### src/rtl/adc_result_pkg.sv
package adc_result_pkg;

  // Register addresses on the byte bus
  localparam int ADDR_LO   = 0;
  localparam int ADDR_HI   = 1;
  localparam int ADDR_CTRL = 2;

  // Control byte bit positions (software visible)
  localparam int CTRL_LEFT_BIT = 0;
  localparam int CTRL_IRQ_BIT  = 1;
  localparam int CTRL_FLAG_BIT = 2;

  // Strobes from control to datapath
  typedef struct packed {
    logic capture;   // write the presented sample into the data bytes
    logic leftAdj;   // layout to use for that write
  } dpStrobes_t;

endpackage

### src/rtl/adc_result_ctrl.sv
module adc_result_ctrl
  import adc_result_pkg::*;
#(
  parameter int ADDR_W = 2,
  parameter int DATA_W = 8
) (
  input  logic              clk,
  input  logic              rstN,
  input  logic              convDone,
  input  logic [ADDR_W-1:0] busAddr,
  input  logic              busRead,
  input  logic              busWrite,
  input  logic [DATA_W-1:0] busWdata,
  output dpStrobes_t        strobes,
  output logic              lockQ,
  output logic              flagQ,
  output logic              leftAdjQ,
  output logic              irqEnQ,
  output logic [DATA_W-1:0] ctrlByte,
  output logic              irqOut
);

  localparam logic [ADDR_W-1:0] LoAddr   = ADDR_W'(ADDR_LO);
  localparam logic [ADDR_W-1:0] HiAddr   = ADDR_W'(ADDR_HI);
  localparam logic [ADDR_W-1:0] CtrlAddr = ADDR_W'(ADDR_CTRL);

  logic loRead;
  logic hiRead;
  logic ctrlWrite;
  logic flagClear;

  assign loRead    = busRead  && (busAddr == LoAddr);
  assign hiRead    = busRead  && (busAddr == HiAddr);
  assign ctrlWrite = busWrite && (busAddr == CtrlAddr);
  assign flagClear = ctrlWrite && busWdata[CTRL_FLAG_BIT];

  // Capture when not frozen; a low read in this cycle freezes immediately,
  // a high read in this cycle releases immediately.
  always_comb begin
    strobes.capture = convDone && !loRead && (!lockQ || hiRead);
    strobes.leftAdj = leftAdjQ;
  end

  // Read-order lock
  always_ff @(posedge clk) begin
    if (!rstN) begin
      lockQ <= 1'b0;
    end else if (loRead) begin
      lockQ <= 1'b1;
    end else if (hiRead) begin
      lockQ <= 1'b0;
    end
  end

  // Completion flag: set wins over write-one-to-clear
  always_ff @(posedge clk) begin
    if (!rstN) begin
      flagQ <= 1'b0;
    end else if (convDone) begin
      flagQ <= 1'b1;
    end else if (flagClear) begin
      flagQ <= 1'b0;
    end
  end

  // Software control bits
  always_ff @(posedge clk) begin
    if (!rstN) begin
      leftAdjQ <= 1'b0;
      irqEnQ   <= 1'b0;
    end else if (ctrlWrite) begin
      leftAdjQ <= busWdata[CTRL_LEFT_BIT];
      irqEnQ   <= busWdata[CTRL_IRQ_BIT];
    end
  end

  always_comb begin
    ctrlByte                = '0;
    ctrlByte[CTRL_LEFT_BIT] = leftAdjQ;
    ctrlByte[CTRL_IRQ_BIT]  = irqEnQ;
    ctrlByte[CTRL_FLAG_BIT] = flagQ;
  end

  assign irqOut = flagQ && irqEnQ;

endmodule

### src/rtl/adc_result_dp.sv
module adc_result_dp
  import adc_result_pkg::*;
#(
  parameter int RES_W  = 10,
  parameter int DATA_W = 8,
  parameter int ADDR_W = 2
) (
  input  logic              clk,
  input  logic              rstN,
  input  logic [RES_W-1:0]  convResult,
  input  dpStrobes_t        strobes,
  input  logic [ADDR_W-1:0] busAddr,
  input  logic [DATA_W-1:0] ctrlByte,
  output logic [DATA_W-1:0] loData,
  output logic [DATA_W-1:0] hiData,
  output logic [DATA_W-1:0] busRdata
);

  localparam int PairW = 2 * DATA_W;
  localparam int Shift = PairW - RES_W;

  logic [PairW-1:0] rightFmt;
  logic [PairW-1:0] leftFmt;
  logic [PairW-1:0] chosenFmt;

  always_comb begin
    rightFmt  = PairW'(convResult);
    leftFmt   = rightFmt << Shift;
    chosenFmt = strobes.leftAdj ? leftFmt : rightFmt;
  end

  always_ff @(posedge clk) begin
    if (!rstN) begin
      loData <= '0;
      hiData <= '0;
    end else if (strobes.capture) begin
      loData <= chosenFmt[DATA_W-1:0];
      hiData <= chosenFmt[PairW-1:DATA_W];
    end
  end

  always_comb begin
    if (busAddr == ADDR_W'(ADDR_LO)) begin
      busRdata = loData;
    end else if (busAddr == ADDR_W'(ADDR_HI)) begin
      busRdata = hiData;
    end else if (busAddr == ADDR_W'(ADDR_CTRL)) begin
      busRdata = ctrlByte;
    end else begin
      busRdata = '0;
    end
  end

endmodule

### src/rtl/adc_result_regs.sv
module adc_result_regs
  import adc_result_pkg::*;
#(
  parameter int RES_W  = 10,
  parameter int DATA_W = 8,
  parameter int ADDR_W = 2
) (
  input  logic              clk,
  input  logic              rstN,
  input  logic              convDone,
  input  logic [RES_W-1:0]  convResult,
  input  logic [ADDR_W-1:0] busAddr,
  input  logic              busRead,
  input  logic              busWrite,
  input  logic [DATA_W-1:0] busWdata,
  output logic [DATA_W-1:0] busRdata,
  output logic              irqOut
);

  dpStrobes_t        strobes;
  logic              lockQ;
  logic              flagQ;
  logic              leftAdjQ;
  logic              irqEnQ;
  logic [DATA_W-1:0] ctrlByte;
  logic [DATA_W-1:0] loData;
  logic [DATA_W-1:0] hiData;

  adc_result_ctrl #(.ADDR_W(ADDR_W), .DATA_W(DATA_W)) i_ctrl (
    .clk      (clk),
    .rstN     (rstN),
    .convDone (convDone),
    .busAddr  (busAddr),
    .busRead  (busRead),
    .busWrite (busWrite),
    .busWdata (busWdata),
    .strobes  (strobes),
    .lockQ    (lockQ),
    .flagQ    (flagQ),
    .leftAdjQ (leftAdjQ),
    .irqEnQ   (irqEnQ),
    .ctrlByte (ctrlByte),
    .irqOut   (irqOut)
  );

  adc_result_dp #(.RES_W(RES_W), .DATA_W(DATA_W), .ADDR_W(ADDR_W)) i_dp (
    .clk        (clk),
    .rstN       (rstN),
    .convResult (convResult),
    .strobes    (strobes),
    .busAddr    (busAddr),
    .ctrlByte   (ctrlByte),
    .loData     (loData),
    .hiData     (hiData),
    .busRdata   (busRdata)
  );

endmodule

### config.mk
export PLATFORM = sky130hd
export DESIGN_NAME = adc_result_regs
export DESIGN_NICKNAME = d
export VERILOG_FILES = /design/src/rtl/adc_result_pkg.sv /design/src/rtl/adc_result_ctrl.sv /design/src/rtl/adc_result_dp.sv /design/src/rtl/adc_result_regs.sv
export SDC_FILE = /design/constraint.sdc
export NUM_CORES = 1
export LEC_CHECK = 0
export BUFFER_PORTS_ARGS = -buffer_cell sky130_fd_sc_hd__buf_2
export CORE_ASPECT_RATIO = 1.25
export CORE_UTILIZATION = 45
export CTS_CLUSTER_SIZE = 28
export DETAILED_ROUTE_END_ITERATION = 8
export GPL_ROUTABILITY_DRIVEN = 0
export PLACE_DENSITY = 0.67
export SLEW_MARGIN = 5
export SYNTH_ARGS = -nofsm -noshare
export SYNTH_HDL_FRONTEND = slang
export SYNTH_HIERARCHICAL = 1
export SYNTH_SLANG_ARGS = --single-unit
### constraint.sdc
create_clock -name clk -period 2.25 [get_ports clk]
set_clock_uncertainty 0.15 [all_clocks]
set_input_delay 0.45 -clock clk [delete_from_list [all_inputs] [get_ports clk]]
set_output_delay 0.45 -clock clk [all_outputs]
set_load 0.005 [all_outputs]
==> metrics.yaml, run 1 <==
worst_setup_path:
  crit_buf_inv: 3
  critPathMaxStageDelay_ns: 0.24
  worstReg2RegStart: "i_ctrl/lockQ"
  endpoint_kind: "output pin"
  critPathSlowestCell: "buf_2"
  crit_family: "buffers and inverters"
  crit_path_max_fanout: 13
  crit_top_cell: "buf_2"
  crit_type: "in -> out"
  rr_worst_depth: 4
  arrival_ns: 1.32
  cp.depth: 5
  cp-startpoint: "busAddr[1]"
  path_cells: "buf_2, nor2b_1, buf_4, o2bb2ai_1, buf_2"
  cp.required_ns: 1.65
  cp-start-kind: "input pin"
drt:
  vias: 914
  route.detailed.vias_per_inst: 5.223
  drt_iter0_drc: 4
  drt_wl_total_um: 2136
  wl_per_cell_um: 12.21
  postRouteAntennaNets: 0
  drc: 0
  first_pass_iters: 4
global_routing:
  antenna_found_initial: 0
  gr-usage-all-layers_pct: 18.40
  grt_pass1_vias: 859
  grt_pass1_wl_um: 3581
  grt-ovfl-total: 0
  grt_max_degree: 33
timing:
  setup_violations: 0
  holdWs_ns: 0.1765
  fin_setup_tns_ns: 0
  finalCritPeriodShare_pct: 85.52
  finalWorstSetupSlack_ns: 0.3259
  final.min_clock_period_ns: 1.924
  hold_violations: 0
  drv_slew: 0
  fmax_ghz: 0.5197
  rsz0062_at_grt: "false"
worst_hold_path:
  hold_path_startpoint: "busWdata[2]"
  worstHoldPathCells: 2
  hold_path_class: "in -> reg"
clock_tree:
  cts_root_buf: "clkbuf_4"
  clk_pin_slew_ns: 0.11
  numCtsBuffers: 3
  cts.path.max_buffers: 2
  clk_latency_ns: 0.30
  cts_resized: 0
  htreeDepth: 1
  postCtsSetupBuffers: 0
  hold_buffers: 0
  cts_sinks: 20
  tritoncts: "done"
layout:
  diodes: 0
  nets: 170
  drive_gt1_share_pct: 27.78
  syn2layout_area_growth_pct: 12.53
  nFillCells: 232
  final_core_util_pct: 55.65
pwr:
  p_leak_nw: 0.5295
  finalPower_mw: 0.7104
  worst_ir_drop_vdd_v: 0.0004095
  p_per_area_mw_per_mm2: 559.4
synth:
  yosys.area.top_type: "dfxtp_1"
  synthFlopType: "dfxtp_1"
  async_flop_share_pct: 0
  synth_edf_count: 0
  ys_seq_area_share_pct: 35.48
  syn_area_mm2: 0.001129
  synth.most_common_cell: "dfxtp_1"
  yosysUniqueCellTypes: 25
  synth_area_per_cell_um2: 9.327
  syn_inst: 121
  netlist_top_cells_count: "dfxtp_1 (20), mux2i_1 (14), buf_4 (13), nand2b_1 (12)"
  synth.top_cells.by_area: "dfxtp_1 (35%), mux2i_1 (12%), buf_4 (8.6%)"
  ys_warn_count: 6
  synth.top_cell.area_share_pct: 35.48
  ys_seq_elements: 20
place:
  pre_cts_slack_ns: 0.3150
  port_buffers: 28
flow_run:
  cap_viol_max_count: 0
outcome:
  status: "complete, no violations"
floorplanning:
  io_pins: 34
  fp.dieArea_mm2: 0.002713
  row_count: 19
  initial_core_util_pct: 49.45
  die_h_um: 57.99
  die_w_um: 46.79
  core_mm2: 0.002282
==> logic make-up (layout without fill, tap and decap cells) <==
logic type,Yosys count,after routing,synth area share (%)
other cells,1,5,0.3323
mux,14,14,12.42
compound gates,32,32,20.51
buf+inv,20,39,11.97
simple gates,34,34,19.29
flops,20,20,35.48
==> registers in the layout, summed over array words and instances, names as in the netlist <==
| name | flops |
|---|---|
| i_dp/loData | 8 |
| i_ctrl/flagQ | 1 |
| i_ctrl/leftAdjQ | 1 |
| i_ctrl/lockQ | 1 |
| i_ctrl/irqEnQ | 1 |
| i_dp/hiData | 8 |
==> report_power, final <==
| part | switching (mW) | internal (mW) |
|---|---|---|
| Sequential | 0.00917 | 0.372 |
| Combinational | 0.0607 | 0.0597 |
| Clock | 0.110 | 0.0988 |
| Total | 0.180 | 0.530 |
==> metal layers <==
metal	vias up	track usage [%]	wire, um
met5	-	0	0
met4	0	8.571	33
met3	4	2.804	69
met2	20	30.56	1077
met1	431	22.52	955
li1	459	-	-
==> cell type report <==
type	count	area, um^2	share of cell area [%]
flip-flops and latches	20	400.4	31.53
well taps	31	38.79	3.054
multi-input cells	85	613.1	48.28
repair buffers	32	170.2	13.40
inverters	3	11.26	0.8867
clock buffers	4	36.28	2.857
==> per-stage QoR <==
step / cell area, um^2 / instances
floorplan: 1144 / 125
global placement: 1234 / 171
detailed placement: 1234 / 171
CTS: 1270 / 175
global route: 1270 / 175
finish: 1270 / 175
==> layout by cell type (no fill, tap or decap), types with 5 or more instances in the layout <==
cell type	instances
buf_2	28
dfxtp_1	20
nand3_1	6
mux2i_1	14
a21boi_0	8
o2bb2ai_1	8
nand2b_1	12
o21ai_0	5
conb_1	5
nand3b_1	6
==> path summary, 6_finish.rpt <==
kind	to	slack, ns
max	busRdata[0]	0.33
min reg2reg	i_dp/hiData[6]	0.32
min	i_ctrl/flagQ	0.18
max reg2reg	i_dp/loData[1]	0.93
Note: power is estimated with default switching activity, not from simulation.
==> inputs of run 2 (changes only) <==
Settings changed: MAX_ROUTING_LAYER set to met4.
==> run 2 against run 1 <==
Non-clock buffer count did not move. Cell area did not move. Register-to-register slack hardly changed. Wire length hardly changed. Sequential power barely moved. First-iteration DRC count is 130% higher. Combinational power is essentially flat. Critical path depth stayed put. Worst setup slack improved by 0.0056 ns. Final cell count did not move. Clock power about the same. Critical endpoint unchanged. Largest cell class unchanged. Largest power group unchanged.
==> metrics.yaml, run 2 (synthesis results as in run 1) <==
floorplanning:
  die_h_um: 57.99  # unchanged
  die_w_um: 46.79  # unchanged
  fp.dieArea_mm2: 0.002713  # unchanged
  io_pins: 34  # unchanged
  initial_core_util_pct: 49.45  # unchanged
  core_mm2: 0.002282  # unchanged
  row_count: 19  # unchanged
global_routing:
  grt_pass1_wl_um: 3601  # +0.56%
  gr-usage-all-layers_pct: 18.99  # +0.59 points
  grt-ovfl-total: 0  # unchanged
  antenna_found_initial: 0  # unchanged
  grt_max_degree: 33  # unchanged
  grt_pass1_vias: 858  # -0.12%
clock_tree:
  htreeDepth: 1  # unchanged
  postCtsSetupBuffers: 0  # unchanged
  cts_root_buf: "clkbuf_4"
  cts.path.max_buffers: 2  # unchanged
  cts_sinks: 20  # unchanged
  hold_buffers: 0  # unchanged
  cts_resized: 0  # unchanged
  clk_pin_slew_ns: 0.11  # about the same
  clk_latency_ns: 0.30  # about the same
  numCtsBuffers: 3  # unchanged
  tritoncts: "done"
layout:
  diodes: 0  # unchanged
  final_core_util_pct: 55.65  # unchanged
  reg_top3: "i_dp/hiData x8, i_dp/loData x8"
  final_cell_mix: "buf_2 (28), dfxtp_1 (20), mux2i_1 (14)"
  syn2layout_area_growth_pct: 12.53  # unchanged
  nets: 170  # unchanged
  final_cell_count_no_fill: 175  # unchanged
  final_common_cell: "buf_2"
  drive_gt1_share_pct: 27.78  # unchanged
place:
  dp.cells: 171  # unchanged
  port_buffers: 28  # unchanged
timing:
  hold_violations: 0  # unchanged
  holdWs_ns: 0.1764  # -0.0001500 ns
  fin_setup_tns_ns: 0  # unchanged
  rsz0062_at_grt: "false"
  drv_slew: 0  # unchanged
  fmax_ghz: 0.5212  # +0.29%
  setup_violations: 0  # unchanged
  finalCritPeriodShare_pct: 85.27  # -0.25 points
  final.min_clock_period_ns: 1.919  # -0.005573 ns
worst_hold_path:
  hold_path_class: "in -> reg"
  hold_path_startpoint: "busWdata[2]"
worst_setup_path:
  critPathSlowestCell: "buf_2"
  cp-start-kind: "input pin"
  crit_type: "in -> out"
  cp.required_ns: 1.65  # about the same
  endpoint_kind: "output pin"
  crit_top_cell: "buf_2"
  critPathMaxStageDelay_ns: 0.23  # about the same
  arrival_ns: 1.32  # about the same
  crit_path_max_fanout: 13  # unchanged
  worstReg2RegStart: "i_ctrl/lockQ"
  path_cells: "buf_2, nor2b_1, buf_4, o2bb2ai_1, buf_2"
  cp-startpoint: "busAddr[1]"
pwr:
  finalPower_mw: 0.7109  # about the same
  p_per_area_mw_per_mm2: 559.8  # about the same
  p_leak_nw: 0.5295  # unchanged
  worst_ir_drop_vdd_v: 0.0004111  # +0.39%
drt:
  vias: 908  # -0.66%
  drc: 0  # unchanged
  drt_wl_total_um: 2135  # about the same
  route.detailed.vias_per_inst: 5.189  # -0.66%
  drt_iter0_drc: 9  # +5
  first_pass_iters: 4  # unchanged
  wl_per_cell_um: 12.20  # about the same
  postRouteAntennaNets: 0  # unchanged
outcome:
  status: "complete, no violations"
flow_run:
  cap_viol_max_count: 0  # unchanged
==> run 2: cell counts in the layout (fill, tap and decap cells not counted) <==
No cell type changed its count.
==> run 2: final timing paths <==
check | end | cells after the start | slack, ns
hold reg to reg | i_dp/hiData[6] | 2 | 0.33
hold / removal | i_ctrl/flagQ | 2 | 0.18
setup reg to reg | i_dp/loData[1] | 4 | 0.94
setup / recovery | busRdata[0] | 5 | 0.33
==> run 2: power breakdown <==
part / leakage, nW / internal [mW] / total (mW) / switching, mW
clock: 0.0210 / 0.0988 / 0.209 / 0.111
sequential: 0.164 / 0.372 / 0.381 / 0.00928
combinational: 0.345 / 0.0597 / 0.120 / 0.0606
==> run 2: critical path, delay by kind of cell <==
| family | cells | cell delay (ns) |
|---|---|---|
| buffers and inverters | 3 | 0.53 |
| and+or+nand+nor | 1 | 0.22 |
| AOI/OAI and AO/OA | 1 | 0.11 |
==> run 2: per-stage QoR <==
stage / instance area, um^2 / worst slack (ns)
floorplan: 1144 / 0.6666
global placement: 1234 / 0.3481
detailed placement: 1234 / 0.3150
CTS: 1270 / 0.3164
global route: 1270 / 0.2654
finish: 1270 / 0.3315
==> run 2: layout make-up <==
cell class	count	area, um^2
Tap cell	31	38.79
Timing Repair Buffer	32	170.2
Clock buffer	4	36.28
Multi-Input combinational cell	85	613.1
Fill cell	232	1012
Inverter	3	11.26
Sequential cell	20	400.4
==> run 2: per-layer routing <==
layer / track usage, % / part of all wire [%]
met3: 2.804 / 3.4
met5: - / 0
met1: 22.33 / 45
met4: 8.571 / 1.5
met2: 30.95 / 50
==> inputs of run 3 (changes only) <==
Settings changed: CORE_UTILIZATION 45 to 54, PLACE_DENSITY 0.67 to 0.79.
==> run 3 against run 2 <==
Final cell count decreased by 7.4%. Critical endpoint unchanged. Critical path type unchanged. Worst setup slack got worse by 0.11 ns. Highest routed layer unchanged. Maximum frequency fell by 5.6%. Cell area is 2.8% lower. Clock-buffer cell count fell by 1. Global-route usage is 2.9 points higher. Worst hold slack better by 0.028 ns. Sequential power about the same. Die area is 16% lower. Clock power down 23%. Via count decreased by 0.88%. Largest power group unchanged.
==> metrics.yaml, run 3 (synthesis results as in run 1) <==
outcome:
  status: "complete, no violations"
worst_setup_path:
  endpoint_kind: "output pin"
  crit_buf_inv: 2  # -1
  arrival_ns: 1.43  # +0.11 ns
  regToRegSetupSlack_ns: 0.90  # -0.04 ns
  setup.worst_path.end: "busRdata[0]"
  cp.depth: 4  # -1
  critPathSlowestCell: "nor2b_1"
  critPathMaxStageDelay_ns: 0.46  # +0.23 ns
  path_cells: "buf_2, nor2b_1, o2bb2ai_1, buf_2"
  crit_top_cell: "buf_2"
  crit_path_max_fanout: 13  # unchanged
  worstReg2RegEnd: "i_dp/loData[4]"
  cp.required_ns: 1.65  # about the same
  cp-startpoint: "busAddr[1]"
  crit_type: "in -> out"
  rr_worst_depth: 4  # unchanged
  worstReg2RegStart: "i_ctrl/lockQ"
  cp-start-kind: "input pin"
  crit_family: "simple AND/OR/NAND/NOR gates"
drt:
  drt_iter0_drc: 10  # +1
  drc: 0  # unchanged
  route.detailed.vias_per_inst: 5.556  # +7.1%
  first_pass_iters: 4  # unchanged
  vias: 900  # -0.88%
  drt_wl_total_um: 2116  # -0.89%
  wl_per_cell_um: 13.06  # +7.1%
  postRouteAntennaNets: 0  # unchanged
flow_run:
  cap_viol_max_count: 0  # unchanged
pwr:
  worst_ir_drop_vdd_v: 0.0003743  # -8.9%
  p_per_area_mw_per_mm2: 535.1  # -4.4%
  switching_power_mw: 0.1682  # -6.8%
  power_frac_seq_pct: 57.6  # +4.0 points
  clkPwrFrac_pct: 24.3  # -5.2 points
  comb_power_share_pct: 18.1  # +1.2 points
  p_int_mw: 0.4926  # -7.1%
  switching_share_pct: 25.46  # +0.058 points
  finalPower_mw: 0.6608  # -7.0%
  p_leak_nw: 0.5172  # -2.3%
clock_tree:
  numCtsBuffers: 3  # unchanged
  htreeDepth: 1  # unchanged
  postCtsSetupBuffers: 0  # unchanged
  tritoncts: "done"
  cts_resized: 0  # unchanged
  cts_root_buf: "clkbuf_4"
  cts.path.max_buffers: 2  # unchanged
  clk_latency_ns: 0.29  # about the same
  hold_buffers: 0  # unchanged
  clk_pin_slew_ns: 0.10  # about the same
  cts_sinks: 20  # unchanged
layout:
  final_cell_count_no_fill: 162  # -7.4%
  reg_top3: "i_dp/hiData x8, i_dp/loData x8"
  final_core_util_pct: 62.31  # +6.7 points
  nets: 169  # -0.59%
  final_cell_mix: "buf_2 (28), dfxtp_1 (20), mux2i_1 (14)"
  drive_gt1_share_pct: 26.76  # -1.0 points
  final_common_cell: "buf_2"
  syn2layout_area_growth_pct: 9.423
  fin_area_mm2: 0.001235  # -2.8%
  diodes: 0  # unchanged
global_routing:
  grt-ovfl-total: 0  # unchanged
  antenna_found_initial: 0  # unchanged
  grt_pass1_vias: 867  # +1.0%
  gr-usage-all-layers_pct: 21.93  # +2.9 points
  grt_pass1_wl_um: 3663  # +1.7%
  grt_max_degree: 33  # unchanged
worst_hold_path:
  worstHoldPathCells: 2  # unchanged
  hold_path_class: "in -> reg"
place:
  dp.cells: 159  # -7.0%
  port_buffers: 28  # unchanged
  dpl_cell_area_mm2: 0.001212  # -1.7%
  hpwlAfterDp_um: 1513
timing:
  drv_slew: 0  # unchanged
  fin_setup_tns_ns: 0  # unchanged
  fmax_ghz: 0.4921  # -5.6%
  rsz0062_at_grt: "false"
  finalCritPeriodShare_pct: 90.32  # +5.1 points
  final.min_clock_period_ns: 2.032  # +0.1138 ns
  hold_violations: 0  # unchanged
  setup_violations: 0  # unchanged
floorplanning:
  io_pins: 34  # unchanged
  initial_core_util_pct: 56.94  # +7.5 points
  die_w_um: 42.89  # -8.3%
  core_mm2: 0.001982  # -13%
  die_h_um: 53.11  # -8.4%
  fp.dieArea_mm2: 0.002278  # -16%
  row_count: 18  # -1
## run 3: changes by cell type in the layout (fill, tap and decap cells not counted)
cell / change
clkbuf_8: -1
buf_4: -1
## run 3: through the flow
| step | hold slack (ns) | setup slack (ns) |
|---|---|---|
| after floorplan | 0.2886 | 0.6666 |
| after global placement | 0.3064 | 0.2421 |
| after detailed placement | 0.3162 | 0.2189 |
| after CTS | 0.1925 | 0.2201 |
| after global routing | 0.1903 | 0.1044 |
| final | 0.2040 | 0.2177 |
## run 3: how the worst min path moves through the flow
stage	from	end	slack, ns
2_1_floorplan	i_ctrl/lockQ	i_ctrl/lockQ	0.29
3_3_place_gp	i_dp/hiData[6]	i_dp/hiData[6]	0.31
3_5_place_dp	i_ctrl/irqEnQ	i_ctrl/irqEnQ	0.32
4_1_cts	busWdata[2]	i_ctrl/flagQ	0.19
5_1_grt	busWdata[2]	i_ctrl/flagQ	0.19
6_report	busWdata[2]	i_ctrl/flagQ	0.20
## run 3: worst reg2reg max path: cells and delay by family (launching register included)
family	cells	cell delay, ns
simple gates	1	0.11
compound gates	2	0.38
flops	1	0.33
buf+inv	1	0.30
## run 3: cell type report
cell class / count / area [um^2]
inverter: 3 / 11.26
tap: 20 / 25.02
fill: 190 / 747.0
multi-input combinational: 85 / 613.1
sequential: 20 / 400.4
timing repair buffer: 31 / 162.7
clock buffer: 3 / 22.52
## run 3: routing by layer
layer  vias up  share of wire (%)  track usage (%)
met5         -                  0                -
met1       419                 43            24.48
met4         0               0.61            9.375
li1        455                  -                -
met2        24                 51            39.39
met3         2                5.1            2.389
## run 3: power by group through the flow
stage / logic (mW) / registers (mW) / clock network (mW)
after floorplan: 0.0900 / 0.386 / 0
after global placement: 0.117 / 0.388 / 0
after detailed placement: 0.120 / 0.389 / 0
after CTS: 0.120 / 0.381 / 0.169
after global routing: 0.134 / 0.383 / 0.187
final: 0.120 / 0.381 / 0.160
